**config.mk**
```make
export PLATFORM = sky130hd
export DESIGN_NAME = swallow_divider
export DESIGN_NICKNAME = d
export VERILOG_FILES = /design/src/rtl/swallow_divider.sv
export SDC_FILE = /design/constraint.sdc
export NUM_CORES = 1
export LEC_CHECK = 0
export ABC_CLOCK_PERIOD_IN_PS = 3940
export BUFFER_PORTS_ARGS = -buffer_cell sky130_fd_sc_hd__buf_2
export CORE_MARGIN = 2
export CORE_UTILIZATION = 43
export CTS_CLUSTER_DIAMETER = 100
export CTS_CLUSTER_SIZE = 40
export DETAILED_ROUTE_END_ITERATION = 12
export HOLD_SLACK_MARGIN = 0.06
export PLACE_DENSITY = 0.63
export SETUP_SLACK_MARGIN = 0.1
export SYNTH_ARGS = -nofsm -noshare
export SYNTH_HDL_FRONTEND = slang
export SYNTH_SLANG_ARGS = --single-unit
```
**constraint.sdc**
```tcl
create_clock -name clk -period 3.94 [get_ports clk]
set_clock_uncertainty 0.05 [all_clocks]
set_input_delay 0.394 -clock clk [delete_from_list [all_inputs] [get_ports clk]]
set_output_delay 0.394 -clock clk [all_outputs]
set_load 0.01 [all_outputs]
```
**src/rtl/swallow_divider.sv**
```systemverilog
module swallow_divider #(
  parameter int A_W = 6,
  parameter int B_W = 12
) (
  input  logic               clk,
  input  logic               rst_n,
  input  logic               standby,
  input  logic [A_W+B_W-1:0] ratio,
  output logic               div_pulse,
  output logic               mod_sel,
  output logic               ratio_bad
);
  localparam int N_W  = A_W + B_W;
  localparam int P    = 1 << A_W;
  localparam int PC_W = A_W + 1;

  logic [PC_W-1:0] pre_cnt;
  logic [A_W-1:0]  swl_left;
  logic [B_W-1:0]  main_left;
  logic            armed;

  wire [A_W-1:0] new_a = ratio[A_W-1:0];
  wire [B_W-1:0] new_b = ratio[N_W-1:A_W];

  assign mod_sel   = armed && (swl_left != '0);
  assign ratio_bad = new_b < B_W'(new_a);

  wire pre_end    = armed && (pre_cnt == (mod_sel ? PC_W'(P) : PC_W'(P - 1)));
  wire period_end = pre_end && (main_left == B_W'(1));

  always_ff @(posedge clk or negedge rst_n) begin
    if (!rst_n) begin
      pre_cnt   <= '0;
      swl_left  <= '0;
      main_left <= '0;
      armed     <= 1'b0;
      div_pulse <= 1'b0;
    end else if (standby) begin
      pre_cnt   <= '0;
      swl_left  <= '0;
      main_left <= '0;
      armed     <= 1'b0;
      div_pulse <= 1'b0;
    end else if (!armed) begin
      armed     <= 1'b1;
      pre_cnt   <= '0;
      main_left <= new_b;
      swl_left  <= new_a;
      div_pulse <= 1'b0;
    end else begin
      div_pulse <= period_end;
      if (pre_end) begin
        pre_cnt <= '0;
        if (period_end) begin
          main_left <= new_b;
          swl_left  <= new_a;
        end else begin
          main_left <= main_left - B_W'(1);
          if (swl_left != '0) swl_left <= swl_left - A_W'(1);
        end
      end else begin
        pre_cnt <= pre_cnt + PC_W'(1);
      end
    end
  end


  pulse_single_chk: assert property (@(posedge clk) disable iff (!rst_n)
    div_pulse |=> !div_pulse);


  pulse_armed_chk: assert property (@(posedge clk) disable iff (!rst_n)
    div_pulse |-> armed);


  standby_clear_chk: assert property (@(posedge clk) disable iff (!rst_n)
    standby |=> (pre_cnt == '0 && !div_pulse && !mod_sel && !armed));


  count_step_chk: assert property (@(posedge clk) disable iff (!rst_n)
    (armed && !standby && !period_end) |=>
      (main_left == $past(main_left) || main_left == $past(main_left) - B_W'(1)));
endmodule

```
# Word level (Yosys, flattened, before mapping)
# Index checks and enable logic that the tools add are counted.
word_totals:
  ff_bits: 27
  input_bits: 21
classes:
  add_sub_neg: 3
  n_lt_le_gt_ge: 1
  eq_ne: 4
  muxes: 16
  n_reduce_logical: 5
op_table:
  columns: ["operator", "count"]
  rows:
  - ["$mux W12", 4]
  - ["$mux W6", 5]
  - ["$mux W7", 4]
  - ["$eq A12 B1 Y1 const B", 1]
  - ["$lt A12 B6 Y1", 1]
  - ["$sub A12 B1 Y12 const B", 1]
  - ["$add A7 B1 Y7 const B", 1]
  - ["$eq A7 B7 Y1", 1]
  - ["$reduce_bool A6 Y1", 1]
  - ["$sub A6 B1 Y6 const B", 1]
  - ["$ne A4 B2 Y1 const B", 1]
  - ["$logic_and A1 B1 Y1", 3]
  - ["$mux W1", 3]
  - ["$ne A3 B2 Y1 const B", 1]
  - ["$reduce_and A2 Y1", 1]

# Logic depth before layout (Yosys ltp)
# Gate-level depths: netlist of the first run.
depth:
  depth_word: 10
  ltp_mapped: 9
  ltp_nobuf: 8

# Worst setup path after synthesis of the first run
# Ideal clock, no wire load.
synth_path:
  kind: "register to register"
  from: "register swl_left[0]"
  to: "register main_left[10]"
  setup_ps: 128
  arrival_ps: 2178
  t_required_ps: 3762
  setup_slack_ps: 1584
  stages_incl_launch_ff: 10
  path_buffers: 1
  path_cell_list: "dfrtp_1 inv_1 ha_1 or4b_4 o211a_4 or2_4 a21boi_4 buf_8 mux2i_1 o22ai_1"
synth_between:
  elab_chain_cells: 10
  elab_cells_between_ends: 11
synth_lines:
  columns: ["element", "line", "rtl"]
  rows:
  - ["from (decl)", "18", "logic [A_W-1:0] swl_left;"]
  - ["from (signal assigned)", "48", "swl_left <= new_a;"]
  - ["from (signal assigned)", "56", "swl_left <= new_a;"]
  - ["from (signal assigned)", "59", "if (swl_left != '0) swl_left <= swl_left - A_W'(1);"]
  - ["$reduce_bool A6 Y1 *", "25", "assign mod_sel = armed && (swl_left != '0);"]
  - ["$logic_and A1 B1 Y1 *", "25", null]
  - ["$mux W7 *", "28", "wire pre_end = armed && (pre_cnt == (mod_sel ? PC_W'(P) : PC_W'(P - 1)));"]
  - ["$eq A7 B7 Y1 *", "28", null]
  - ["$logic_and A1 B1 Y1 *", "28", null]
  - ["$logic_and A1 B1 Y1", "29", "wire period_end = pre_end && (main_left == B_W'(1));"]
  - ["$mux W12", "54", "if (period_end) begin"]
  - ["$mux W12", "52", "if (pre_end) begin"]
  - ["$mux W12", "44", "end else if (!armed) begin"]
  - ["$mux W12", "38", "end else if (standby) begin"]
  - ["to (signal assigned)", "47", "main_left <= new_b;"]
  - ["to (signal assigned)", "55", "main_left <= new_b;"]
  - ["to (signal assigned)", "58", "main_left <= main_left - B_W'(1);"]
  - ["to (decl)", "19", "logic [B_W-1:0] main_left;"]
# Every way passes the cells marked *; elsewhere a longest branch is shown, timed or not. The select of a mux whose other input is x is not followed.
# A chain may end at the register's enable or synchronous reset.

# Worst setup path in the final report of the first run
layout_path:
  from: "register swl_left[0]"
  to: "register swl_left[5]"
layout_between:
  elab_chain_cells: 10
  elab_cells_between_ends: 15
layout_lines:
  columns: ["element", "line"]
  rows:
  - ["$reduce_bool A6 Y1", "25, 59"]
  - ["$logic_and A1 B1 Y1", "25"]
  - ["$mux W7", "28"]
  - ["$eq A7 B7 Y1", "28"]
  - ["$logic_and A1 B1 Y1", "28"]
  - ["$logic_and A1 B1 Y1", "29"]
  - ["$mux W6", "54"]
  - ["$mux W6", "52"]
  - ["$mux W6", "44"]
  - ["$mux W6", "38"]
# Parallel ways exist; a longest one is shown, timed or not. The select of a mux whose other input is x is not followed.

==> flow_summary_export.csv, run 1 <==
group,metric,value,unit
outcome,status,"finished, final reports clean",
route,drt_pre_antenna_iters,4,
floorplan,initial_core_util,45.4,%
yosys,async_reset_ff_share,100,%
clock_network,cts.path.max_buffers,2,
clock_network,cts.clk_slew.worst_paths,0.10,ns
worst_setup_path,critPathLaunchType,"flip-flop",
route,wl_per_cell,16.3,um
worst_setup_path,end_kind,"flip-flop",
floorplan,die-area,4830,um^2
place,place_congestion,0.900,
worst_setup_path,crit_fanout,22,
worst_setup_path,crit_type,"reg2reg",
job,maxCapViolations,0,
yosys,synth-edff-count,0,
sta,hold_viol,0,
clock_network,htree_levels,1,
clock_network,cts_sinks,27,
place,portBuffers,23,
yosys,synthCells,207,
clock_network,cts-resized-gates,0,
yosys,syn_nets,237,
floorplan,rows,23,
sta,fin_crit,2.99,ns
clock_network,cts_buffers,3,
sta,tightest_slew,0.857,ns
sta,rsz0062_at_grt,"false",
clock_network,ctsHoldBuffers,0,
grt,grt_pass1_vias,1511,
sta,slew_viol_final,0,
yosys,synth_area,1840,um^2
yosys,ys_ff_latch,27,
pwr,leakagePower,0.928,nW
yosys,synthFlopType,"dfrtp_1",
pwr,p_per_area,300,nW/um^2
floorplan,die_x,69.5,um
clock_network,cts_root_buf,"clkbuf_8",
floorplan,ios,24,
layout,nets,258,
layout,mostFrequentLayoutCells,"27 x dfrtp_1, 23 x buf_2, 17 x a21oi_1",
pwr,peakVddDrop,0.138,mV
yosys,ys_warn_count,0,
route,vias_per_cell,5.81,
floorplan,die_h,69.5,um
grt,grt_pass1_wl,7520,um
route,remaining_drc_errors,0,
yosys,ys_seq_area_share,36.7,%
place,dp_hpwl,3310,um
route,via_count,1610,
route,antenna_left,0,
clock_network,clock_latency,0.28,ns
grt,grt_usage,19.2,%
layout,final_common_cell,"dfrtp_1",
layout,drive_above_1_share,15.4,%
yosys,avgSynthCellArea,8.90,um^2
worst_setup_path,required,4.10,ns
sta,slew_headroom,42.8,%
layout,antenna-diode-count,0,
sta,hold_slack,0.0697,ns
route,drtIter0Drc,91,
hold_path,hold_class,"in2async",
clock_network,cts_tree,"done",
sta,finalSetupViolCount,0,
sta,tns,0,ns
route,totalWireLength,4500,um
sta,timing.fmax,0.334,GHz
layout,area_growth,9.57,%
worst_setup_path,cp_data_arrival_time,3.15,ns
floorplan,coreArea,4060,um^2
sta,fin_crit_sh,75.9,%
yosys,ys_types,50,
grt,overflow,0,
grt,grt_max_degree,28,
clock_network,post_cts_buffers,0,
layout,utilization,49.8,%
grt,antenna_found_initial,0,
==> registers in the layout, summed over array words and instances, names as in the netlist <==
name / count
armed: 1
swl_left: 6
main_left: 12
div_pulse: 1
pre_cnt: 7
==> synth_stat cells, types with 3 or more instances <==
cell,n,area (um^2)
xor2_1,4,35.0
o21ai_0,5,25.0
nand3_1,9,45.0
a21o_1,5,37.5
inv_1,13,48.8
o21ai_1,10,50.1
nand2_1,16,60.1
dfrtp_1,27,676
or3_1,3,18.8
o2bb2ai_1,4,35.0
nor3_1,10,50.1
o211ai_1,4,30.0
mux2i_1,7,70.1
nor2_1,16,60.1
nand4_1,5,31.3
a21oi_1,17,85.1
nor4_1,5,31.3
ha_1,9,113
clkbuf_1,3,11.3
==> cell type report <==
type | instances | area [um^2]
clock buffers | 3 | 41.3
clock inverters | 1 | 5.00
fillers | 416 | 2040
inverters | 13 | 48.8
multi-input cells | 160 | 1070
flip-flops and latches | 27 | 676
well taps | 50 | 62.6
repair buffers | 23 | 115
==> worst max-delay path, cell delays in order (launching register included) <==
cell,delay (ns)
dfrtp_1,0.40
inv_1,0.10
ha_1,0.19
or4b_4,0.52
o211a_4,0.28
nor2_2,0.65
o21ai_2,0.30
o31ai_1,0.30
o2bb2ai_1,0.14
==> per-layer routing <==
metal  up-vias  track usage, %  wire length, um
li1        806               -                -
met1       752            27.9             2200
met2        48            29.4             1990
met4         0            5.88               59
met3         4            3.05              258
met5         -               0                0
==> cell families (layout without fill, tap and decap cells) <==
group                    after synthesis  after routing  synth area share (%)
AND/OR/NAND/NOR                       77             77                  22.3
adder cells (fa/ha/maj)                9              9                  6.11
AO/OA/AOI/OAI                         61             61                  22.9
multiplexers                           8              8                  4.41
flip-flops                            27             27                  36.7
buffers and inverters                 20             40                  5.23
XOR/XNOR                               5              5                  2.38
==> worst paths after layout <==
check | from | end | slack, ns | cells past startpoint
worst min-delay path | rst_n | pre_cnt[2] | 0.07 | 1
worst min register to register | pre_cnt[0] | pre_cnt[0] | 0.50 | 1
min in group clk | ratio[7] | main_left[1] | 0.30 | 2
max in group asynchronous | rst_n | main_left[6] | 3.37 | 1
worst max-delay path | swl_left[0] | swl_left[5] | 0.95 | 8
worst max register to register | swl_left[0] | swl_left[5] | 0.95 | 8
==> report_power, final <==
| part | total (mW) | internal [mW] | switching, mW |
|---|---|---|---|
| registers | 0.310 | 0.291 | 0.0194 |
| logic | 0.130 | 0.0532 | 0.0769 |
| clock network | 0.166 | 0.0712 | 0.0944 |
==> through the flow <==
stage	worst slack, ns	std cells	power, mW	area, um^2
6_report	0.949	277	0.606	2020
5_1_grt	0.748	277	0.641	2020
4_1_cts	0.932	277	0.610	2020
3_5_place_dp	0.962	273	0.445	1970
3_3_place_gp	1.04	273	0.446	1970
2_1_floorplan	1.58	207	0.402	1840
Power figures use the tool's default switching activity.
==> inputs of run 2 (changes only) <==
--- a/config.mk
+++ b/config.mk
@@ -5,7 +5,7 @@
 export SDC_FILE = /design/constraint.sdc
 export NUM_CORES = 1
 export LEC_CHECK = 0
-export ABC_CLOCK_PERIOD_IN_PS = 3940
+export ABC_CLOCK_PERIOD_IN_PS = 2700
 export BUFFER_PORTS_ARGS = -buffer_cell sky130_fd_sc_hd__buf_2
 export CORE_MARGIN = 2
 export CORE_UTILIZATION = 43
@@ -13,7 +13,7 @@
 export CTS_CLUSTER_SIZE = 40
 export DETAILED_ROUTE_END_ITERATION = 12
 export HOLD_SLACK_MARGIN = 0.06
-export PLACE_DENSITY = 0.63
+export PLACE_DENSITY = 0.66
 export SETUP_SLACK_MARGIN = 0.1
 export SYNTH_ARGS = -nofsm -noshare
 export SYNTH_HDL_FRONTEND = slang
==> constraint.sdc (replaced) <==
create_clock -name clk -period 2.7 [get_ports clk]
set_clock_uncertainty 0.05 [all_clocks]
set_input_delay 0.27 -clock clk [delete_from_list [all_inputs] [get_ports clk]]
set_output_delay 0.27 -clock clk [all_outputs]
set_load 0.01 [all_outputs]
==> run 2 against run 1 <==
  * Combinational power rose by 65%
  * Count of clock-buffer cells in the layout did not move
  * Wire length rose by 5.2%
  * Design area rose by 7.3%
  * Critical path type unchanged
==> flow_summary_export.csv, run 2 (synthesis gave the netlist of run 1 again) <==
group,metric,value,unit
outcome,status,"finished, final reports clean",
layout,area_growth,17.6,%
sta,slew_headroom,57.9,%
route,remaining_drc_errors,0,
floorplan,die_x,69.5,um
grt,use_met3,2.18,%
grt,grt_max_degree,28,
worst_setup_path,critPathLaunchType,"flip-flop",
worst_setup_path,path_cells,"inv_2, ha_4, or4b_4, o211a_4, or2_4, a21boi_4, buf_6, mux2i_1, o21ai_1",
sta,timing.fmax,0.399,GHz
grt,grt_usage,20.0,%
sta,slew_viol_final,0,
pwr,p_sw,0.277,mW
pwr,p_clk_share,25.8,%
worst_setup_path,crit_family,"simple AND/OR/NAND/NOR gates",
sta,fin_crit_sh,92.8,%
sta,finalSetupViolCount,0,
grt,met1_usage,29.1,%
route,drt_pre_antenna_iters,4,
clock_network,cts.path.max_buffers,2,
clock_network,cts.clk_slew.worst_paths,0.09,ns
layout,largest-register,"main_left",
grt,grt_pass1_vias,1589,
clock_network,cts_tree,"done",
worst_setup_path,cp_data_arrival_time,2.62,ns
floorplan,die_h,69.5,um
floorplan,coreArea,4060,um^2
worst_setup_path,r2r_cells,9,
route,totalWireLength,4740,um
grt,overflow,0,
pwr,p_per_area,414,nW/um^2
pwr,p_seq_share,50.2,%
floorplan,rows,23,
route,wl_per_cell,16.2,um
hold_path,hold_class,"in2reg",
layout,top_regs,"main_left: 12 flops, pre_cnt: 7 flops, swl_left: 6 flops",
worst_setup_path,critPathBufInv,2,
pwr,p_sw_share,30.9,%
grt,top_usage_layer,"met2",
route,via_count,1703,
hold_path,holdPathStages,2,
worst_setup_path,path_depth,9,
place,dp_cells,283,
sta,tns,0,ns
floorplan,initial_core_util,45.4,%
place,portBuffers,23,
worst_setup_path,crit_path_max_incr_delay,0.50,ns
sta,rsz0062_at_grt,"true",
sta,fin_crit,2.51,ns
worst_setup_path,crit_type,"reg2reg",
worst_setup_path,slowest_stage,"or4b_4",
sta,tightest_slew,0.632,ns
route,vias_per_cell,5.81,
route,drtIter0Drc,196,
grt,gr-usage-met2,31.1,%
layout,final_common_cell,"dfrtp_1",
job,maxCapViolations,0,
worst_setup_path,required,2.81,ns
clock_network,cts_root_buf,"clkbuf_8",
clock_network,cts_buffers,3,
clock_network,clock_latency,0.27,ns
place,place_congestion,0.933,
layout,nets,274,
layout,drive_above_1_share,21.8,%
grt,grt_pass1_wl,7830,um
layout,mostFrequentLayoutCells,"27 x dfrtp_1, 23 x buf_2, 17 x a21oi_1",
worst_setup_path,crit_fanout,6,
clock_network,cts_sinks,27,
grt,antenna_found_initial,0,
floorplan,ios,24,
pwr,leakagePower,1.01,nW
clock_network,htree_levels,1,
place,dp_hpwl,3540,um
layout,stdcell_count,293,
pwr,power_frac_comb,23.9,%
floorplan,die-area,4830,um^2
pwr,p_int,0.620,mW
layout,largest_reg_flops,12,
sta,hold_viol,0,
pwr,peakVddDrop,0.237,mV
layout,antenna-diode-count,0,
worst_setup_path,end_kind,"flip-flop",
route,antenna_left,0,
==> run 2: power by group through the flow <==
stage | clock (mW) | combinational [mW] | sequential (mW)
finish | 0.232 | 0.215 | 0.451
global route | 0.264 | 0.239 | 0.454
CTS | 0.241 | 0.204 | 0.450
detailed placement | 0 | 0.201 | 0.458
global placement | 0 | 0.200 | 0.457
floorplan | 0 | 0.135 | 0.452
==> run 2: metal layers <==
| layer | routed length, um | vias up |
|---|---|---|
| li1 | - | 841 |
| met1 | 2250 | 780 |
| met2 | 2110 | 71 |
| met3 | 283 | 11 |
| met4 | 91 | 0 |
| met5 | 0 | - |
==> run 2: cell type report <==
type,count,area (um^2)
Inverter,13,48.8
Sequential cell,27,676
Clock inverter,1,5.00
Fill cell,383,1890
Multi-Input combinational cell,160,1090
Tap cell,50,62.6
Timing Repair Buffer,39,245
Clock buffer,3,41.3
==> run 2: repair_timing <==
item / CTS / global route
hold buffers: 1 / 0
endpoints found under the setup margin: 0 / 16
resized for setup: 0 / 7
buffers inserted: 0 / 5
endpoints found under the hold margin: 27 / 0
==> run 2: metrics by stage <==
step / worst slack (ns) / util, % / total power [mW] / hold slack, ns / area [um^2]
final: 0.195 / 53.4 / 0.897 / 0.174 / 2170
after global routing: 0.0693 / 53.4 / 0.958 / 0.190 / 2170
after CTS: 0.108 / 51.9 / 0.894 / 0.173 / 2100
after detailed placement: 0.143 / 50.5 / 0.659 / 0.276 / 2050
after global placement: 0.212 / 50.5 / 0.657 / 0.267 / 2050
after floorplan: 0.344 / - / 0.586 / -0.0756 / 1840
==> run 2: path summary, 6_finish.rpt <==
check                                 start            to  slack, ns
worst max-delay path            swl_left[0]   swl_left[2]       0.19
worst min-delay path               ratio[8]  main_left[2]       0.17
worst max register to register  swl_left[0]   swl_left[2]       0.19
worst min register to register   pre_cnt[0]    pre_cnt[0]       0.51
max in group asynchronous             rst_n         armed       1.70
min in group asynchronous             rst_n  main_left[0]       0.50
